==> config.mk <==
export PLATFORM = sky130hd
export DESIGN_NAME = sdr_burst_engine
export DESIGN_NICKNAME = d
export VERILOG_FILES = /design/src/rtl/sdr_pkg.sv /design/src/rtl/sdr_cke_gate.sv /design/src/rtl/sdr_burst_seq.sv /design/src/rtl/sdr_data_path.sv /design/src/rtl/sdr_burst_engine.sv
export SDC_FILE = /design/constraint.sdc
export NUM_CORES = 1
export LEC_CHECK = 0
export BUFFER_PORTS_ARGS = -buffer_cell sky130_fd_sc_hd__buf_4
export CORE_MARGIN = 2
export CORE_UTILIZATION = 45
export DETAILED_ROUTE_END_ITERATION = 10
export GPL_ROUTABILITY_DRIVEN = 0
export GPL_TIMING_DRIVEN = 0
export SETUP_SLACK_MARGIN = 0.5
export SYNTH_ARGS = -nofsm -noshare
export SYNTH_HDL_FRONTEND = slang
export SYNTH_SLANG_ARGS = --single-unit
export TNS_END_PERCENT = 10
==> constraint.sdc <==
create_clock -name clk_i -period 5.1 [get_ports clk_i]
set_clock_uncertainty 0.2 [all_clocks]
set_input_delay 1.53 -clock clk_i [delete_from_list [all_inputs] [get_ports clk_i]]
set_output_delay 1.53 -clock clk_i [all_outputs]
set_load 0.005 [all_outputs]
==> src/rtl/sdr_pkg.sv <==
package sdr_pkg;
  typedef enum logic [2:0] {
    CMD_NOP = 3'd0,
    CMD_ACT = 3'd1,
    CMD_RD  = 3'd2,
    CMD_WR  = 3'd3,
    CMD_PRE = 3'd4
  } cmd_e;

  typedef enum logic [1:0] {
    SEQ_IDLE = 2'd0,
    SEQ_RD   = 2'd1,
    SEQ_WR   = 2'd2
  } seq_e;
endpackage

==> src/rtl/sdr_cke_gate.sv <==
module sdr_cke_gate (
  input  logic clk_i,
  input  logic rst_ni,
  input  logic cke_i,
  input  logic row_open_i,
  output logic adv_o
);
  logic susp_q;

  always_ff @(posedge clk_i or negedge rst_ni) begin
    if (!rst_ni) susp_q <= 1'b0;
    else         susp_q <= !cke_i && row_open_i;
  end

  assign adv_o = !susp_q;

  p_no_susp_closed_r11: assert property (@(posedge clk_i) disable iff (!rst_ni)
    (!row_open_i && !susp_q) |=> !susp_q);
  p_exit_one_edge_r7: assert property (@(posedge clk_i) disable iff (!rst_ni)
    (susp_q && cke_i) |=> adv_o);
  p_entry_r6: assert property (@(posedge clk_i) disable iff (!rst_ni)
    (adv_o && !cke_i && row_open_i) |=> !adv_o);
endmodule

==> src/rtl/sdr_burst_seq.sv <==
module sdr_burst_seq
  import sdr_pkg::*;
#(
  parameter int COL_W     = 4,
  parameter int BURST_LEN = 4
) (
  input  logic             clk_i,
  input  logic             rst_ni,
  input  logic             adv_i,
  input  cmd_e             cmd_i,
  input  logic [COL_W-1:0] col_i,
  output logic             row_open_o,
  output logic             rd_fetch_o,
  output logic             wr_en_o,
  output logic [COL_W-1:0] addr_o
);
  localparam int BL_W = $clog2(BURST_LEN);
  localparam logic [BL_W-1:0] LAST_BEAT = BL_W'(BURST_LEN - 1);

  seq_e             state_q;
  logic [BL_W-1:0]  beat_q;
  logic [COL_W-1:0] col_q;
  logic             row_q;

  function automatic logic [COL_W-1:0] col_inc(input logic [COL_W-1:0] c);
    logic [BL_W-1:0] lo;
    lo = c[BL_W-1:0] + BL_W'(1);
    return {c[COL_W-1:BL_W], lo};
  endfunction

  always_ff @(posedge clk_i or negedge rst_ni) begin
    if (!rst_ni) begin
      state_q <= SEQ_IDLE;
      beat_q  <= '0;
      col_q   <= '0;
      row_q   <= 1'b0;
    end else if (adv_i) begin
      unique case (state_q)
        SEQ_IDLE: begin
          unique case (cmd_i)
            CMD_ACT: row_q <= 1'b1;
            CMD_PRE: row_q <= 1'b0;
            CMD_RD: if (row_q) begin
              state_q <= SEQ_RD;
              beat_q  <= '0;
              col_q   <= col_i;
            end
            CMD_WR: if (row_q) begin
              state_q <= SEQ_WR;
              beat_q  <= BL_W'(1);
              col_q   <= col_inc(col_i);
            end
            default: ;
          endcase
        end
        SEQ_RD, SEQ_WR: begin
          col_q  <= col_inc(col_q);
          beat_q <= beat_q + BL_W'(1);
          if (beat_q == LAST_BEAT) state_q <= SEQ_IDLE;
        end
        default: state_q <= SEQ_IDLE;
      endcase
    end
  end

  // beat 0 of a write is taken with the command itself
  always_comb begin
    rd_fetch_o = adv_i && (state_q == SEQ_RD);
    wr_en_o    = adv_i && ((state_q == SEQ_WR) ||
                           (state_q == SEQ_IDLE && cmd_i == CMD_WR && row_q));
    addr_o     = (state_q == SEQ_IDLE) ? col_i : col_q;
    row_open_o = row_q;
  end

  p_freeze_counters_r9: assert property (@(posedge clk_i) disable iff (!rst_ni)
    (state_q != SEQ_IDLE && !adv_i) |=> ($stable(beat_q) && $stable(col_q)));
  p_freeze_cmds_r10: assert property (@(posedge clk_i) disable iff (!rst_ni)
    !adv_i |=> ($stable(row_q) && $stable(state_q)));
  p_busy_no_abort_r12: assert property (@(posedge clk_i) disable iff (!rst_ni)
    (state_q == SEQ_RD && adv_i && beat_q != LAST_BEAT) |=> (state_q == SEQ_RD && row_q));
  p_rw_excl_r4: assert property (@(posedge clk_i) disable iff (!rst_ni)
    !(rd_fetch_o && wr_en_o));
endmodule

==> src/rtl/sdr_data_path.sv <==
module sdr_data_path #(
  parameter int DATA_W   = 16,
  parameter int NUM_COLS = 16,
  parameter int CAS_LAT  = 2,
  parameter int COL_W    = $clog2(NUM_COLS)
) (
  input  logic              clk_i,
  input  logic              rst_ni,
  input  logic              adv_i,
  input  logic              rd_fetch_i,
  input  logic              wr_en_i,
  input  logic [COL_W-1:0]  addr_i,
  input  logic [DATA_W-1:0] din_i,
  output logic [DATA_W-1:0] dout_o,
  output logic              dout_valid_o
);
  localparam int NSTG = CAS_LAT - 1;

  logic [DATA_W-1:0] mem_q [NUM_COLS];
  logic [DATA_W-1:0] dout_q;
  logic              dvld_q;

  always_ff @(posedge clk_i or negedge rst_ni) begin
    if (!rst_ni) begin
      for (int i = 0; i < NUM_COLS; i++) mem_q[i] <= '0;
    end else if (wr_en_i) begin
      mem_q[addr_i] <= din_i;
    end
  end

  for (genvar s = 0; s < NSTG; s++) begin : g_stg
    logic              v_q;
    logic [DATA_W-1:0] d_q;
    if (s == 0) begin : g_head
      always_ff @(posedge clk_i or negedge rst_ni) begin
        if (!rst_ni) begin
          v_q <= 1'b0;
          d_q <= '0;
        end else if (adv_i) begin
          v_q <= rd_fetch_i;
          d_q <= mem_q[addr_i];
        end
      end
    end else begin : g_body
      always_ff @(posedge clk_i or negedge rst_ni) begin
        if (!rst_ni) begin
          v_q <= 1'b0;
          d_q <= '0;
        end else if (adv_i) begin
          v_q <= g_stg[s-1].v_q;
          d_q <= g_stg[s-1].d_q;
        end
      end
    end
  end

  always_ff @(posedge clk_i or negedge rst_ni) begin
    if (!rst_ni) begin
      dout_q <= '0;
      dvld_q <= 1'b0;
    end else if (adv_i) begin
      dout_q <= g_stg[NSTG-1].d_q;
      dvld_q <= g_stg[NSTG-1].v_q;
    end
  end

  assign dout_o       = dout_q;
  assign dout_valid_o = dvld_q;

  p_hold_out_r8: assert property (@(posedge clk_i) disable iff (!rst_ni)
    !adv_i |=> ($stable(dout_o) && $stable(dout_valid_o)));
  p_mask_write_r9: assert property (@(posedge clk_i) disable iff (!rst_ni)
    wr_en_i |-> adv_i);
  p_fetch_advancing_r8: assert property (@(posedge clk_i) disable iff (!rst_ni)
    rd_fetch_i |-> adv_i);
endmodule

==> src/rtl/sdr_burst_engine.sv <==
module sdr_burst_engine
  import sdr_pkg::*;
#(
  parameter int DATA_W    = 16,
  parameter int NUM_COLS  = 16,
  parameter int BURST_LEN = 4,
  parameter int CAS_LAT   = 2,
  parameter int COL_W     = $clog2(NUM_COLS)
) (
  input  logic              clk_i,
  input  logic              rst_ni,
  input  logic              cke_i,
  input  logic [2:0]        cmd_i,
  input  logic [COL_W-1:0]  col_i,
  input  logic [DATA_W-1:0] din_i,
  output logic [DATA_W-1:0] dout_o,
  output logic              dout_valid_o
);
  logic             adv;
  logic             row_open;
  logic             rd_fetch;
  logic             wr_en;
  logic [COL_W-1:0] addr;

  sdr_cke_gate u_gate (
    .clk_i      (clk_i),
    .rst_ni     (rst_ni),
    .cke_i      (cke_i),
    .row_open_i (row_open),
    .adv_o      (adv)
  );

  sdr_burst_seq #(
    .COL_W     (COL_W),
    .BURST_LEN (BURST_LEN)
  ) u_seq (
    .clk_i      (clk_i),
    .rst_ni     (rst_ni),
    .adv_i      (adv),
    .cmd_i      (cmd_e'(cmd_i)),
    .col_i      (col_i),
    .row_open_o (row_open),
    .rd_fetch_o (rd_fetch),
    .wr_en_o    (wr_en),
    .addr_o     (addr)
  );

  sdr_data_path #(
    .DATA_W   (DATA_W),
    .NUM_COLS (NUM_COLS),
    .CAS_LAT  (CAS_LAT),
    .COL_W    (COL_W)
  ) u_dp (
    .clk_i        (clk_i),
    .rst_ni       (rst_ni),
    .adv_i        (adv),
    .rd_fetch_i   (rd_fetch),
    .wr_en_i      (wr_en),
    .addr_i       (addr),
    .din_i        (din_i),
    .dout_o       (dout_o),
    .dout_valid_o (dout_valid_o)
  );

  p_reset_idle_r1: assert property (@(posedge clk_i) disable iff (!rst_ni)
    $rose(rst_ni) |-> !dout_valid_o);
endmodule

==> out/results.tsv <==
stage	metric	value	unit
timing	clock.fmax	0.2480	GHz
routing	drt-total-wl	39.83	mm
clocking	cts_buffer_depth	3	
run	max_cap_viol_count	0	
synth	synth_flop_cell	dfrtp_1	
clocking	cts_tree	done	
power_and_ir_drop	power_leakage	7.283	nW
synth	syn_area	13920	um2
global_route	gr-usage-met2	0.3864	
worst_setup_path	crit_buf_inv	3	
global_route	gr-max-usage-layer	met2	
synth	synth_seq_cells	300	
power_and_ir_drop	irDropWorstVdd	0.2829	mV
timing	max_slew_margin	0.02201	
clocking	postCtsHoldBufs	0	
global_route	first_global_vias	9934	
worst_setup_path	cp_top_family	buffers and inverters	
final_layout	final_util	0.5201	
timing	worst_pin_slew	1462	ps
synth	yosysTopAreaCellShare	0.5395	
final_layout	postLayoutCellArea	15870	um2
floorplan	die_y	179.9	um
synth	yosysWarnings	0	
timing	rsz0062_at_grt	no	
global_route	met1_usage	0.3552	
floorplan	die_w	179.9	um
synth	synth.most_common_cell	dfrtp_1	
global_route	antenna_found_initial	0	
routing	drt-pass1-iter-count	5	
global_route	track_usage	0.2502	
floorplan	core_area	30510	um2
floorplan	dieArea	32350	um2
global_route	grt_use_met3	0.04720	
timing	setup_viol	0	
routing	wl_per_cell	24.90	um
placed_design	dp_hpwl	27.11	mm
worst_setup_path	setup.worst_path.start_class	input port	
worst_setup_path	path_cells	buf_2 -> nor3b_2 -> clkbuf_1 -> clkbuf_1 -> o21ai_0 -> a31oi_1 -> o41a_1	
final_layout	drive_gt1_frac	0.3538	
floorplan	rows	64	
synth	async_flop_share	1.000	
timing	report.final.slew_viol_count	0	
synth	synthCells	1103	
worst_setup_path	arrival	4290	ps
clocking	numCtsBuffers	34	
worst_setup_path	cpMostUsedCell	clkbuf_1	
clocking	worstSkewPairLatency	520	ps
global_route	grt-ovfl-total	0	
min_path	hold_class	reg -> reg	
synth	syn_area_per_cell	12.62	um2
clocking	clockRootBuffer	clkbuf_16	
power_and_ir_drop	p_per_area	542.3	nW/um2
final_layout	syn_to_final_growth	14.03	%
global_route	grt_pass1_wl	61.87	mm
placed_design	postPlaceCellArea	14770	um2
synth	synth_top_area_cell	dfrtp_1	
timing	period_minus_slack	4033	ps
synth	synthTopCellsByCount	300 x dfrtp_1, 264 x mux2_2, 190 x o21ai_0	
timing	fin_crit_sh	0.7907	
routing	vias	9584	
worst_setup_path	slowest_delay	710	ps
final_layout	nets	1213	
global_route	grt_max_degree	121	
synth	synth_edf_count	0	
worst_setup_path	critPathSlowestCell	nor3b_2	
routing	drt_iter0_markers	716	
final_layout	antennaDiodeCount	0	
clocking	clkTransAtPathRegs	60	ps
clocking	htree_levels	2	
floorplan	io_pins	43	
worst_setup_path	path_class	in -> reg	
routing	antenna_left	0	
clocking	cts_setup_buffers	0	
outcome	status	finished, final reports clean	
routing	vias_per_cell	5.990	
clocking	cts_sinks	300	
synth	synth_nets	1135	
synth	synth_cell_types	56	
timing	hold_viol	0	
clocking	post_cts_resized	0	
routing	drc	0	
placed_design	port_buffers	40	
worst_setup_path	path_max_fanout	10	
worst_setup_path	crit_required	5360	ps
worst_setup_path	reg2reg_setup_slack	1300	ps
floorplan	initial_core_util	0.4561	
worst_setup_path	endpoint_kind	register	
synth	ys_top_cells_by_area	dfrtp_1 54%, mux2_2 21%, o21ai_0 6.8%, a22oi_1 1.8%, clkbuf_1 1.6%	
synth	seq_area_frac_synth	0.5395	
layer usage:
layer / wire length, um / up-vias / part of all wire
met5: 0 / - / 0
met2: 18120 / 272 / 0.45
met1: 18060 / 4991 / 0.45
li1: - / 4251 / -
met3: 2390 / 70 / 0.060
met4: 1268 / 0 / 0.032
logic make-up (layout without fill, tap and decap cells):
logic type / count (synthesis) / after routing / share of synthesized area
flops: 300 / 300 / 0.5395
compound gates: 319 / 319 / 0.1463
simple gates: 96 / 96 / 0.04523
fa+ha+maj: 6 / 6 / 0.005395
xor+xnor: 2 / 2 / 0.001259
mux: 280 / 280 / 0.2279
buf+inv: 100 / 201 / 0.03444
layout make-up:
cell class                      count  area [um2]
Sequential cell                   300        7507
Clock inverter                     10       85.08
Tap cell                          396       495.5
Buffer                             94       456.7
Timing Repair Buffer               42       362.8
Inverter                            6       22.52
Multi-Input combinational cell    703        5929
Clock buffer                       49        1008
Fill cell                        2713       14640
placed cells by master (no fill, tap or decap), drive strengths merged, types with 12 or more instances in the layout:
cell    netlist  layout
o41a         15      15
clkbuf       58     107
mux2        275     275
buf          36      78
nor2         12      12
a22oi        33      33
nand2        19      19
o21ai       192     192
dfrtp       300     300
a31oi        36      36
a41oi        23      23
nand2b       19      19
worst paths after layout:
kind | startpoint | to | cells after the start
hold / removal | u_dp.mem_q[11] | u_dp.mem_q[11] | 1
setup reg to reg | u_seq.state_q[1] | u_dp.g_stg[0].d_q[2] | 9
hold reg to reg | u_dp.mem_q[11] | u_dp.mem_q[11] | 1
max in group asynchronous | rst_ni | u_dp.mem_q[248] | 3
setup / recovery | col_i[0] | u_dp.g_stg[0].d_q[2] | 7
min in group asynchronous | rst_ni | u_dp.mem_q[172] | 1
stage by stage:
step / hold slack (ps) / setup WS [ps] / cells / power (mW) / TNS (ps)
2_1_floorplan: 242.8 / 1652 / 1103 / 5.289 / 0
3_3_place_gp: 266.5 / -506.4 / 1539 / 6.111 / -140750
3_5_place_dp: 274.8 / 612.2 / 1541 / 6.199 / 0
4_1_cts: 288.5 / 1133 / 1600 / 8.623 / 0
5_1_grt: 295.8 / 996.7 / 1600 / 9.054 / 0
6_report: 284.3 / 1067 / 1600 / 8.605 / 0
worst reg2reg max path, delay by kind of cell (launching register included):
family	cells	cell delay (ps)
flops	1	410
simple gates	1	700
compound gates	3	800
fa+ha+maj	1	230
buf+inv	4	1410
sequential cells by signal, summed over array words and instances (netlist names):
register / flops
u_dp.g_stg.d_q: 16
u_seq.row_open_o: 1
u_seq.beat_q: 2
u_dp.dout_valid_o: 1
u_seq.col_q: 4
u_gate.susp_q: 1
u_dp.mem_q: 256
u_dp.dout_o: 16
u_seq.state_q: 2
u_dp.g_stg.v_q: 1
where the power goes:
group / leakage, nW / switching (mW) / internal [mW]
Sequential: 4.10 / 0.419 / 3.22
Combinational: 2.64 / 1.42 / 1.13
Clock: 0.543 / 0.986 / 1.43
Total: 7.28 / 2.83 / 5.78
No activity file was read; power rests on OpenSTA's default activity.
